--- src/rtl/phy_cr_pkg.sv ---
package phy_cr_pkg;

    localparam int FIELD_W    = 16;
    localparam int CR_W       = 32;
    localparam int SR_W       = 32;
    localparam int STB_N      = 4;
    localparam int CR_STB_LSB = 16;
    localparam int SR_ACK_BIT = 18;

    localparam logic [FIELD_W-1:0] CLK_RST_REG = 16'h7F3F;

    typedef enum logic [2:0] {
        ST_IDLE,
        ST_SETTLE,
        ST_LOAD,
        ST_STB_HI,
        ST_STB_LO,
        ST_FINISH
    } cr_state_e;

    // Encoding equals the strobe offset above CR_STB_LSB.
    typedef enum logic [1:0] {
        PH_ADDR  = 2'd0,
        PH_DATA  = 2'd1,
        PH_WRITE = 2'd2,
        PH_READ  = 2'd3
    } cr_phase_e;

endpackage

--- src/rtl/phy_cr_countdown.sv ---
module phy_cr_countdown #(
    parameter int CNT_W = 8
) (
    input  logic             clk,
    input  logic             rst_n,
    input  logic             load,
    input  logic [CNT_W-1:0] load_val,
    output logic             zero
);

    logic [CNT_W-1:0] cnt_q;

    always_ff @(posedge clk) begin
        if (!rst_n) begin
            cnt_q <= '0;
        end else if (load) begin
            cnt_q <= load_val;
        end else if (cnt_q != '0) begin
            cnt_q <= cnt_q - 1'b1;
        end
    end

    assign zero = (cnt_q == '0);

endmodule

--- src/rtl/phy_cr_retry.sv ---
module phy_cr_retry #(
    parameter int RETRY_LIMIT = 5000
) (
    input  logic clk,
    input  logic rst_n,
    input  logic clr,
    input  logic inc,
    output logic last
);

    localparam int RW = (RETRY_LIMIT > 1) ? $clog2(RETRY_LIMIT) : 1;
    localparam logic [RW-1:0] LAST_VAL = RW'(RETRY_LIMIT - 1);

    logic [RW-1:0] cnt_q;

    always_ff @(posedge clk) begin
        if (!rst_n) begin
            cnt_q <= '0;
        end else if (clr) begin
            cnt_q <= '0;
        end else if (inc) begin
            cnt_q <= cnt_q + 1'b1;
        end
    end

    assign last = (cnt_q == LAST_VAL);

endmodule

--- src/rtl/phy_cr_pack.sv ---
module phy_cr_pack
    import phy_cr_pkg::*;
(
    input  logic [FIELD_W-1:0] low,
    input  logic [STB_N-1:0]   stb,
    input  logic [SR_W-1:0]    sr_word,
    output logic [CR_W-1:0]    cr_word,
    output logic               ack,
    output logic [FIELD_W-1:0] rd_field
);

    localparam int TOP_LSB = CR_STB_LSB + STB_N;

    assign cr_word[FIELD_W-1:0] = low;

    for (genvar k = 0; k < STB_N; k++) begin : g_stb
        assign cr_word[CR_STB_LSB + k] = stb[k];
    end

    assign cr_word[CR_W-1:TOP_LSB] = '0;

    assign ack      = sr_word[SR_ACK_BIT];
    assign rd_field = sr_word[FIELD_W-1:0];

    logic unused_sr;
    assign unused_sr = ^{sr_word[SR_W-1:SR_ACK_BIT+1], sr_word[SR_ACK_BIT-1:FIELD_W]};

endmodule

--- src/rtl/phy_cr_master.sv ---
module phy_cr_master
    import phy_cr_pkg::*;
#(
    parameter int SETTLE_CYCLES = 20000,
    parameter int POLL_GAP      = 20000,
    parameter int RETRY_LIMIT   = 5000
) (
    input  logic                clk,
    input  logic                rst_n,
    input  logic                req_valid,
    input  logic                req_write,
    input  logic [FIELD_W-1:0]  req_addr,
    input  logic [FIELD_W-1:0]  req_wdata,
    output logic                busy,
    output logic                done,
    output logic [FIELD_W-1:0]  rdata,
    output logic                timeout_err,
    output logic [CR_W-1:0]     cr_word,
    input  logic [SR_W-1:0]     sr_word
);

    localparam int TMR_MAX = (SETTLE_CYCLES > POLL_GAP) ? SETTLE_CYCLES : POLL_GAP;
    localparam int TMR_W   = $clog2(TMR_MAX + 1);

    cr_state_e state_q, state_d;
    cr_phase_e phase_q, phase_d;

    logic               op_wr_q;
    logic [FIELD_W-1:0] addr_q;
    logic [FIELD_W-1:0] wdata_q;
    logic [FIELD_W-1:0] low_q;
    logic [STB_N-1:0]   stb_q;
    logic               hold_wr_q, hold_wr_d;
    logic [FIELD_W-1:0] rdata_q;
    logic               tout_q;

    logic               tmr_load, tmr_zero;
    logic [TMR_W-1:0]   tmr_val;
    logic               rty_clr, rty_inc, rty_last;
    logic               ev_accept, ev_sample, ev_tout, ev_fast;
    logic               ack;
    logic [FIELD_W-1:0] rd_field;
    logic               fast_path;

    phy_cr_countdown #(.CNT_W(TMR_W)) u_timer (
        .clk      (clk),
        .rst_n    (rst_n),
        .load     (tmr_load),
        .load_val (tmr_val),
        .zero     (tmr_zero)
    );

    phy_cr_retry #(.RETRY_LIMIT(RETRY_LIMIT)) u_retry (
        .clk   (clk),
        .rst_n (rst_n),
        .clr   (rty_clr),
        .inc   (rty_inc),
        .last  (rty_last)
    );

    phy_cr_pack u_pack (
        .low      (low_q),
        .stb      (stb_q),
        .sr_word  (sr_word),
        .cr_word  (cr_word),
        .ack      (ack),
        .rd_field (rd_field)
    );

    assign fast_path = op_wr_q && (addr_q == CLK_RST_REG) && (wdata_q != '0);

    // Next state and control events
    always_comb begin
        state_d   = state_q;
        phase_d   = phase_q;
        tmr_load  = 1'b0;
        tmr_val   = '0;
        rty_clr   = 1'b0;
        rty_inc   = 1'b0;
        ev_accept = 1'b0;
        ev_sample = 1'b0;
        ev_tout   = 1'b0;
        ev_fast   = 1'b0;

        unique case (state_q)
            ST_IDLE: begin
                if (req_valid) begin
                    ev_accept = 1'b1;
                    state_d   = ST_SETTLE;
                    phase_d   = PH_ADDR;
                    tmr_load  = 1'b1;
                    tmr_val   = TMR_W'(SETTLE_CYCLES);
                end
            end
            ST_SETTLE: begin
                if (tmr_zero) begin
                    state_d = ST_LOAD;
                end
            end
            ST_LOAD: begin
                state_d  = ST_STB_HI;
                tmr_load = 1'b1;
                tmr_val  = '0;
                rty_clr  = 1'b1;
            end
            ST_STB_HI: begin
                if (tmr_zero) begin
                    if (ack) begin
                        state_d = ST_STB_LO;
                        rty_clr = 1'b1;
                        if (phase_q == PH_READ) begin
                            ev_sample = 1'b1;
                        end
                    end else if (rty_last) begin
                        ev_tout = 1'b1;
                        state_d = ST_IDLE;
                    end else begin
                        rty_inc  = 1'b1;
                        tmr_load = 1'b1;
                        tmr_val  = TMR_W'(POLL_GAP);
                    end
                end
            end
            ST_STB_LO: begin
                if (tmr_zero) begin
                    if (!ack) begin
                        rty_clr = 1'b1;
                        unique case (phase_q)
                            PH_ADDR: begin
                                phase_d = op_wr_q ? PH_DATA : PH_READ;
                                state_d = ST_LOAD;
                            end
                            PH_DATA: begin
                                if (fast_path) begin
                                    ev_fast = 1'b1;
                                    state_d = ST_FINISH;
                                end else begin
                                    phase_d = PH_WRITE;
                                    state_d = ST_LOAD;
                                end
                            end
                            PH_WRITE, PH_READ: begin
                                state_d = ST_FINISH;
                            end
                            default: state_d = ST_IDLE;
                        endcase
                    end else if (rty_last) begin
                        ev_tout = 1'b1;
                        state_d = ST_IDLE;
                    end else begin
                        rty_inc  = 1'b1;
                        tmr_load = 1'b1;
                        tmr_val  = TMR_W'(POLL_GAP);
                    end
                end
            end
            ST_FINISH: begin
                state_d = ST_IDLE;
            end
            default: state_d = ST_IDLE;
        endcase

        if (ev_fast) begin
            hold_wr_d = 1'b1;
        end else if (ev_accept || ev_tout) begin
            hold_wr_d = 1'b0;
        end else begin
            hold_wr_d = hold_wr_q;
        end
    end

    // State register
    always_ff @(posedge clk) begin
        if (!rst_n) begin
            state_q <= ST_IDLE;
            phase_q <= PH_ADDR;
        end else begin
            state_q <= state_d;
            phase_q <= phase_d;
        end
    end

    // Registered outputs and request capture
    always_ff @(posedge clk) begin
        if (!rst_n) begin
            op_wr_q   <= 1'b0;
            addr_q    <= '0;
            wdata_q   <= '0;
            low_q     <= '0;
            stb_q     <= '0;
            hold_wr_q <= 1'b0;
            rdata_q   <= '0;
            tout_q    <= 1'b0;
        end else begin
            if (ev_accept) begin
                op_wr_q <= req_write;
                addr_q  <= req_addr;
                wdata_q <= req_wdata;
                tout_q  <= 1'b0;
            end
            if ((state_d == ST_LOAD) && (state_q != ST_LOAD)) begin
                if (phase_d == PH_ADDR) begin
                    low_q <= addr_q;
                end else if (phase_d == PH_DATA) begin
                    low_q <= wdata_q;
                end
            end
            stb_q <= ((state_d == ST_STB_HI) ? (STB_N'(1) << phase_d) : '0)
                   | {hold_wr_d, 2'b00};
            hold_wr_q <= hold_wr_d;
            if (ev_sample) begin
                rdata_q <= rd_field;
            end
            if (ev_tout) begin
                tout_q <= 1'b1;
            end
        end
    end

    always_comb begin
        busy        = (state_q != ST_IDLE);
        done        = (state_q == ST_FINISH);
        rdata       = rdata_q;
        timeout_err = tout_q;
    end

endmodule

--- config.mk ---
export PLATFORM = sky130hd
export DESIGN_NAME = phy_cr_master
export DESIGN_NICKNAME = d
export VERILOG_FILES = /design/src/rtl/phy_cr_pkg.sv /design/src/rtl/phy_cr_countdown.sv /design/src/rtl/phy_cr_retry.sv /design/src/rtl/phy_cr_pack.sv /design/src/rtl/phy_cr_master.sv
export SDC_FILE = /design/constraint.sdc
export NUM_CORES = 1
export LEC_CHECK = 0
export CAP_MARGIN = 20
export CORE_MARGIN = 4
export CORE_UTILIZATION = 50
export CTS_CLUSTER_SIZE = 40
export DETAILED_ROUTE_END_ITERATION = 8
export GPL_ROUTABILITY_DRIVEN = 0
export PLACE_DENSITY = 0.8
export SLEW_MARGIN = 40
export SYNTH_ARGS = -nofsm -noshare
export SYNTH_HDL_FRONTEND = slang
export SYNTH_HIERARCHICAL = 1
export SYNTH_SLANG_ARGS = --single-unit
--- constraint.sdc ---
create_clock -name clk -period 4.41 [get_ports clk]
set_input_delay 0.6615 -clock clk [delete_from_list [all_inputs] [get_ports clk]]
set_output_delay 0.6615 -clock clk [all_outputs]
set_load 0.01 [all_outputs]
; Word level (Yosys, flattened, before mapping)
; Cells that the tools add are included.
[op_classes]
add_sub_neg = 2
n_eq_ne = 14
shifts = 1
muxes = 62
bitwise_logic = 2
reduce_logical = 17
[op_table]
columns = cell, n
row1 = $mux W15, 8
row2 = $pmux W15 S3, 1
row3 = $mux W16, 2
row4 = $mux W1, 29
row5 = $mux W3, 8
row6 = $eq A16 B15 Y1 const B, 1
row7 = $reduce_bool A16 Y1, 1
row8 = $logic_not A15 Y1, 1
row9 = $pmux W3 S5, 1
row10 = $reduce_bool A15 Y1, 1
row11 = $sub A15 B1 Y15 const B, 1
row12 = $add A13 B1 Y13 const B, 1
row13 = $eq A13 B13 Y1 const B, 1
row14 = $eq A3 B2 Y1 const B, 4
row15 = $mux W2, 5
row16 = $pmux W3 S3, 1
row17 = $pmux W2 S2, 2
row18 = $eq A3 B3 Y1 const B, 2
row19 = $reduce_bool A2 Y1, 3
row20 = $eq A2 B1 Y1 const B, 2
row21 = $eq A2 B2 Y1 const B, 2
row22 = $logic_not A2 Y1, 2
row23 = $mux W4, 1
row24 = $or A4 B3 Y4, 1
row25 = other kinds (13), 17
[totals]
ff_bits = 104
inputBits = 68
out_inout_bits = 51
word_cells = 110

; Depth between registers and ports, before layout
[logic_depth]
depth_word = 11
depth_mapped = 11
depth_no_buf = 10

; By module
; The synthesis kept the hierarchy.
[by_module_without_submodules]
columns = mod, instances, cells_each, area_each_um2, seq_area_each_um2
row1 = phy_cr_master, 1, 370, 3283.1, 1521.5
row2 = phy_cr_countdown, 1, 101, 853.3, 300.3
row3 = phy_cr_retry, 1, 71, 631.9, 260.2
row4 = phy_cr_pack, 1, 50, 371.6, 0.0

; Worst setup path after synthesis
; No wires, ideal clock.
[synth_timing]
path_type = reg-to-reg
start = register u_timer.cnt_q[0]
end = register rdata_q[10] (netlist: rdata[10])
setup_time_ps = 128
arrival_time_ps = 3263
required_ps = 4282
slack_ps = 1020
path_stages_with_launch = 10
path_buffers = 1
synth_period_minus_slack_ps = 3390
cell_sequence = dfxtp_1 -> inv_1 -> ha_1 -> or4b_2 -> nor4_1 -> nand2_1 -> nor3_2 -> buf_4 -> mux2i_1 -> nor2_1
[synth_via]
elab_chain_cells = 3
[synth_rtl]
columns = item, line
row1 = from (decl), phy_cr_countdown.sv:11  ; logic [CNT_W-1:0] cnt_q;
row2 = from (signal assigned), phy_cr_countdown.sv:17  ; cnt_q <= load_val;
row3 = from (signal assigned), phy_cr_countdown.sv:19  ; cnt_q <= cnt_q - 1'b1;
row4 = $logic_not A15 Y1, phy_cr_countdown.sv:23  ; assign zero = (cnt_q == '0);
row5 = net tmr_zero, phy_cr_master.sv:37  ; logic tmr_load, tmr_zero;
row6 = $mux W1, phy_cr_master.sv:107  ; if (tmr_zero) begin
row7 = $mux W1, phy_cr_master.sv:85  ; unique case (state_q)
row8 = to (signal assigned), phy_cr_master.sv:212  ; rdata_q <= rd_field;
row9 = to (decl), phy_cr_master.sv:34  ; logic [FIELD_W-1:0] rdata_q;
; The timed path passes the listed nets, and every way through them passes these cells.
; A chain may end at the register's enable or synchronous reset.

; Final worst setup path
[layout_timing]
start = register u_timer.cnt_q[0]
end = register low_q[0]
[layout_via]
elab_chain_cells = 6
elab_cells_between_ends = 14
classes_between = 2 x eq/ne / 7 x mux / 5 x reduce/logical
[layout_rtl]
columns = item, line
row1 = $logic_not A15 Y1 *, phy_cr_countdown.sv:23
row2 = net tmr_zero, phy_cr_master.sv:37
row3 = $mux W3 (tied with other cells), phy_cr_master.sv:125  ; if (tmr_zero) begin
row4 = $pmux W3 S5 / $pmux W2 S2 (equally long branches), phy_cr_master.sv:85
row5 = $eq A3 B2 Y1 (tied with other cells), phy_cr_master.sv:201  ; if ((state_d == ST_LOAD) && (state_q != ST_LOAD)) begin
row6 = $logic_and A1 B1 Y1 / $reduce_bool A2 Y1 (equally long branches), n/a
row7 = $reduce_and A2 Y1 (no source line), n/a
row8 = to (signal assigned), phy_cr_master.sv:203  ; low_q <= addr_q;
row9 = to (signal assigned), phy_cr_master.sv:205  ; low_q <= wdata_q;
row10 = to (decl), phy_cr_master.sv:31  ; logic [FIELD_W-1:0] low_q;
; The timed path passes the listed nets; every way through them passes the cells marked *.

==> flow_summary_export.csv <==
group,metric,value,unit
run_status,outcome,"complete, no violations",
setup_path,start_kind,"flop",
worst_hold_path,min_path_type,"flop to flop",
logic_synthesis,synth_xor_area_frac,0.02556,
logic_synthesis,synthArstFlopShare,0,
logic_synthesis,synthSimpleGateAreaFrac,0.2188,
logic_synthesis,syn_area,5140,µm²
global_route,grt_max_degree,69,
placement,place.port_buffers,91,
floorplanning,core_area,9910,µm²
detailed_routing,drc,0,
clocking,clockBufferDepth,2,
global_route,grt_antenna_before_repair,0,
placement,post-place-ws,655.3,ps
clocking,post_cts_buffers,0,
sta,fin_crit_sh,0.8635,
logic_synthesis,ys_ff_latch,104,
setup_path,path_cells,"inv_1 > ha_1 > or4b_2 > nor4_1 > buf_4 > nand3b_1 > or3_4 > o32ai_4 > buf_4 > and2_1 > a211oi_1",
global_route,grt_usage,0.1908,
logic_synthesis,muxShareOfSynthArea,0.06816,
floorplanning,fp.dieH,109.4,µm
global_route,grt_first_pass_wirelength,18.58,mm
logic_synthesis,ys.flop_type,"dfxtp_1",
setup_path,end_kind,"flop",
detailed_routing,routed_wirelength,11.48,mm
floorplanning,start_util,0.5187,
setup_path,slowest_delay,700,ps
global_route,overflow,0,
sta,tns,0,ps
layout,drive_above_1_share,0.07907,
detailed_routing,antenna_left,0,
sta,finalSetupViolCount,0,
setup_path,criticalPathCategory,"flop to flop",
logic_synthesis,synth_edf_count,0,
power,leakagePower,2.031,nW
setup_path,cp_slowest_cell,"and2_1",
setup_path,path_buf_inv,3,
floorplanning,dieArea,11970,µm²
detailed_routing,wl_per_cell,14.75,µm
logic_synthesis,yosysWarnings,6,
power,ir_worst_vdd,0.0002694,V
detailed_routing,drt_pass1_iterations,5,
logic_synthesis,synth_top_family_by_area,"simple AND/OR/NAND/NOR gates",
sta,fin_ws,602.1,ps
clocking,clk_pin_slew,100,ps
detailed_routing,drt_iter0_drc,203,
floorplanning,ios,119,
clocking,htree_levels,3,
logic_synthesis,ys_types,68,
sta,min_period,3808,ps
clocking,clock_latency,370,ps
layout,syn_to_final_growth,16.24,%
clocking,cts-resized-gates,0,
sta,whs,463.2,ps
global_route,grt_pass1_vias,4056,
power,power_density,430.8,nW/µm²
power,finalPower,2.574,mW
sta,slew_violations,0,
logic_synthesis,synth_compound_area_frac,0.1573,
setup_path,worst_ep_arrival_time,4010,ps
clocking,clock_sinks,104,
sta,worst_pin_slew,824.7,ps
setup_path,r2r_slack,600,ps
layout,fillers,877,
sta,timing.fmax,262.6,MHz
placement,dp_hpwl,8.308,mm
layout,diodes,0,
logic_synthesis,syn_area_per_cell,8.682,µm²
clocking,cts_tree,"yes",
logic_synthesis,ys_seq_area_frac,0.4051,
clocking,cts_root_buffer,"clkbuf_8",
logic_synthesis,synthAdderAreaFrac,0.004869,
logic_synthesis,synthCells,592,
layout,final_nets,710,
layout,final_core_util,0.6029,
setup_path,crit_top_cell,"buf_4",
sta,grt_setup_unrepaired,"no",
setup_path,path_max_fanout,17,
setup_path,critPathTopFamily,"simple AND/OR/NAND/NOR gates",
sta,finalHoldViolCount,0,
detailed_routing,avgViaCountPerCell,5.414,
floorplanning,rows,36,
sta,clock_skew,18.82,ps
setup_path,cp.required,4610,ps
job,cap_violations,0,
sta,slew_headroom,0.4502,
clocking,numCtsBuffers,9,
floorplanning,dieWidth,109.4,µm
detailed_routing,dr_total_vias,4212,
clocking,hold_buffers,0,
-- worst paths after layout --
path	start	to	cells after the start
setup / recovery	u_timer/cnt_q[0]$_SDFFE_PN0P_	low_q[0]$_SDFFE_PN0P_	11
hold / removal	timeout_err$_SDFFE_PN0P_	timeout_err$_SDFFE_PN0P_	2
setup reg to reg	u_timer/cnt_q[0]$_SDFFE_PN0P_	low_q[0]$_SDFFE_PN0P_	11
hold reg to reg	timeout_err$_SDFFE_PN0P_	timeout_err$_SDFFE_PN0P_	2
-- where the power goes --
| part | switching [mW] | total (mW) | internal [mW] |
|---|---|---|---|
| Clock | 0.350 | 0.571 | 0.221 |
| Sequential | 0.134 | 1.19 | 1.06 |
| Combinational | 0.433 | 0.811 | 0.378 |
| Total | 0.917 | 2.57 | 1.66 |
-- through the flow --
stage	instance area [µm²]	cells
after CTS	5974	778
after floorplan	5215	612
after global routing	5974	778
after detailed placement	5788	762
final	5974	778
after global placement	5788	762
-- registers in the layout, indices dropped and copies added, names as in the netlist, 3 cells and up --
register       flops
u_timer/cnt_q     15
addr_q            16
low_q             16
u_retry/cnt_q     13
rdata             16
state_q            3
wdata_q           16
stb_q              4
-- placed cells by master, fill, tap and decap left out, types with 3 or more instances in the layout --
cell type	instances
nand2b_1	3
xnor2_1	10
a211oi_1	6
nor4_1	11
o21a_1	4
mux2i_1	35
o21ai_0	14
nand2_1	100
nor2_1	39
clkdlybuf4s50_1	91
nor3_1	9
nand3_1	9
o31ai_1	6
conb_1	22
inv_1	9
or3_1	3
a211oi_2	10
dfxtp_1	104
inv_8	3
a21oi_1	59
nand4_1	10
buf_4	8
o21ai_1	3
or4_1	6
clkbuf_8	9
xor2_1	5
and3_1	3
nor3b_1	4
-- cells by family after synthesis --
kind of cell | Yosys count
AOI/OAI and AO/OA | 121
other | 2
and+or+nand+nor | 221
adders and majority gates | 2
DFF | 104
buffers and inverters | 92
xor gates and xnor gates | 15
muxes | 35
-- Yosys cell counts (2+ instances only) --
cell | number | area, µm²
xnor2_1 | 10 | 87.58
inv_1 | 9 | 33.78
nor4_4 | 2 | 42.54
o21a_1 | 4 | 30.03
nor3_1 | 9 | 45.04
o31ai_1 | 6 | 45.04
nor3b_1 | 4 | 30.03
ha_1 | 2 | 25.02
and4_1 | 2 | 17.52
and3_1 | 3 | 18.77
buf_4 | 51 | 382.9
buf_2 | 3 | 15.01
mux2i_1 | 35 | 350.3
nand2b_1 | 3 | 18.77
dfxtp_1 | 104 | 2082
a21oi_1 | 59 | 295.3
and2_1 | 2 | 12.51
o211ai_1 | 2 | 15.01
a211oi_2 | 10 | 125.1
xor2_1 | 5 | 43.79
nand3_1 | 9 | 45.04
nand3b_1 | 2 | 15.01
buf_6 | 7 | 78.83
nand4_2 | 2 | 25.02
nand2_1 | 100 | 375.4
or4_1 | 6 | 45.04
nor2_1 | 39 | 146.4
nand4_1 | 10 | 62.56
or3_1 | 3 | 18.77
a211oi_1 | 6 | 45.04
nor2b_1 | 2 | 12.51
o21ai_1 | 3 | 15.01
clkbuf_1 | 19 | 71.32
nor4_1 | 11 | 68.82
o21ai_0 | 14 | 70.07
conb_1 | 2 | 7.510
-- per-layer routing --
metal | routed length, µm | vias up | track usage
li1 | - | 2093 | -
met1 | 4795 | 1968 | 0.2332
met2 | 5831 | 127 | 0.3304
met3 | 584 | 24 | 0.03817
met4 | 263 | 0 | 0.07213
met5 | 0 | - | 0
-- worst min-delay path, stage by stage, from the launching register on --
cell	delay, ps
dfxtp_1	320
nand2_1	50
a21oi_1	50
-- cell type report --
type                       instances  area (µm²)  area share
multi-input combinational        416        2531      0.4237
sequential                       104        2082      0.3485
timing repair buffer              99       970.9      0.1625
tap                              133       166.4     0.02785
clock buffer                      10       127.6     0.02136
clock inverter                     6       58.81    0.009843
inverter                          10       37.54    0.006283
No activity file was read; power rests on OpenSTA's default activity.
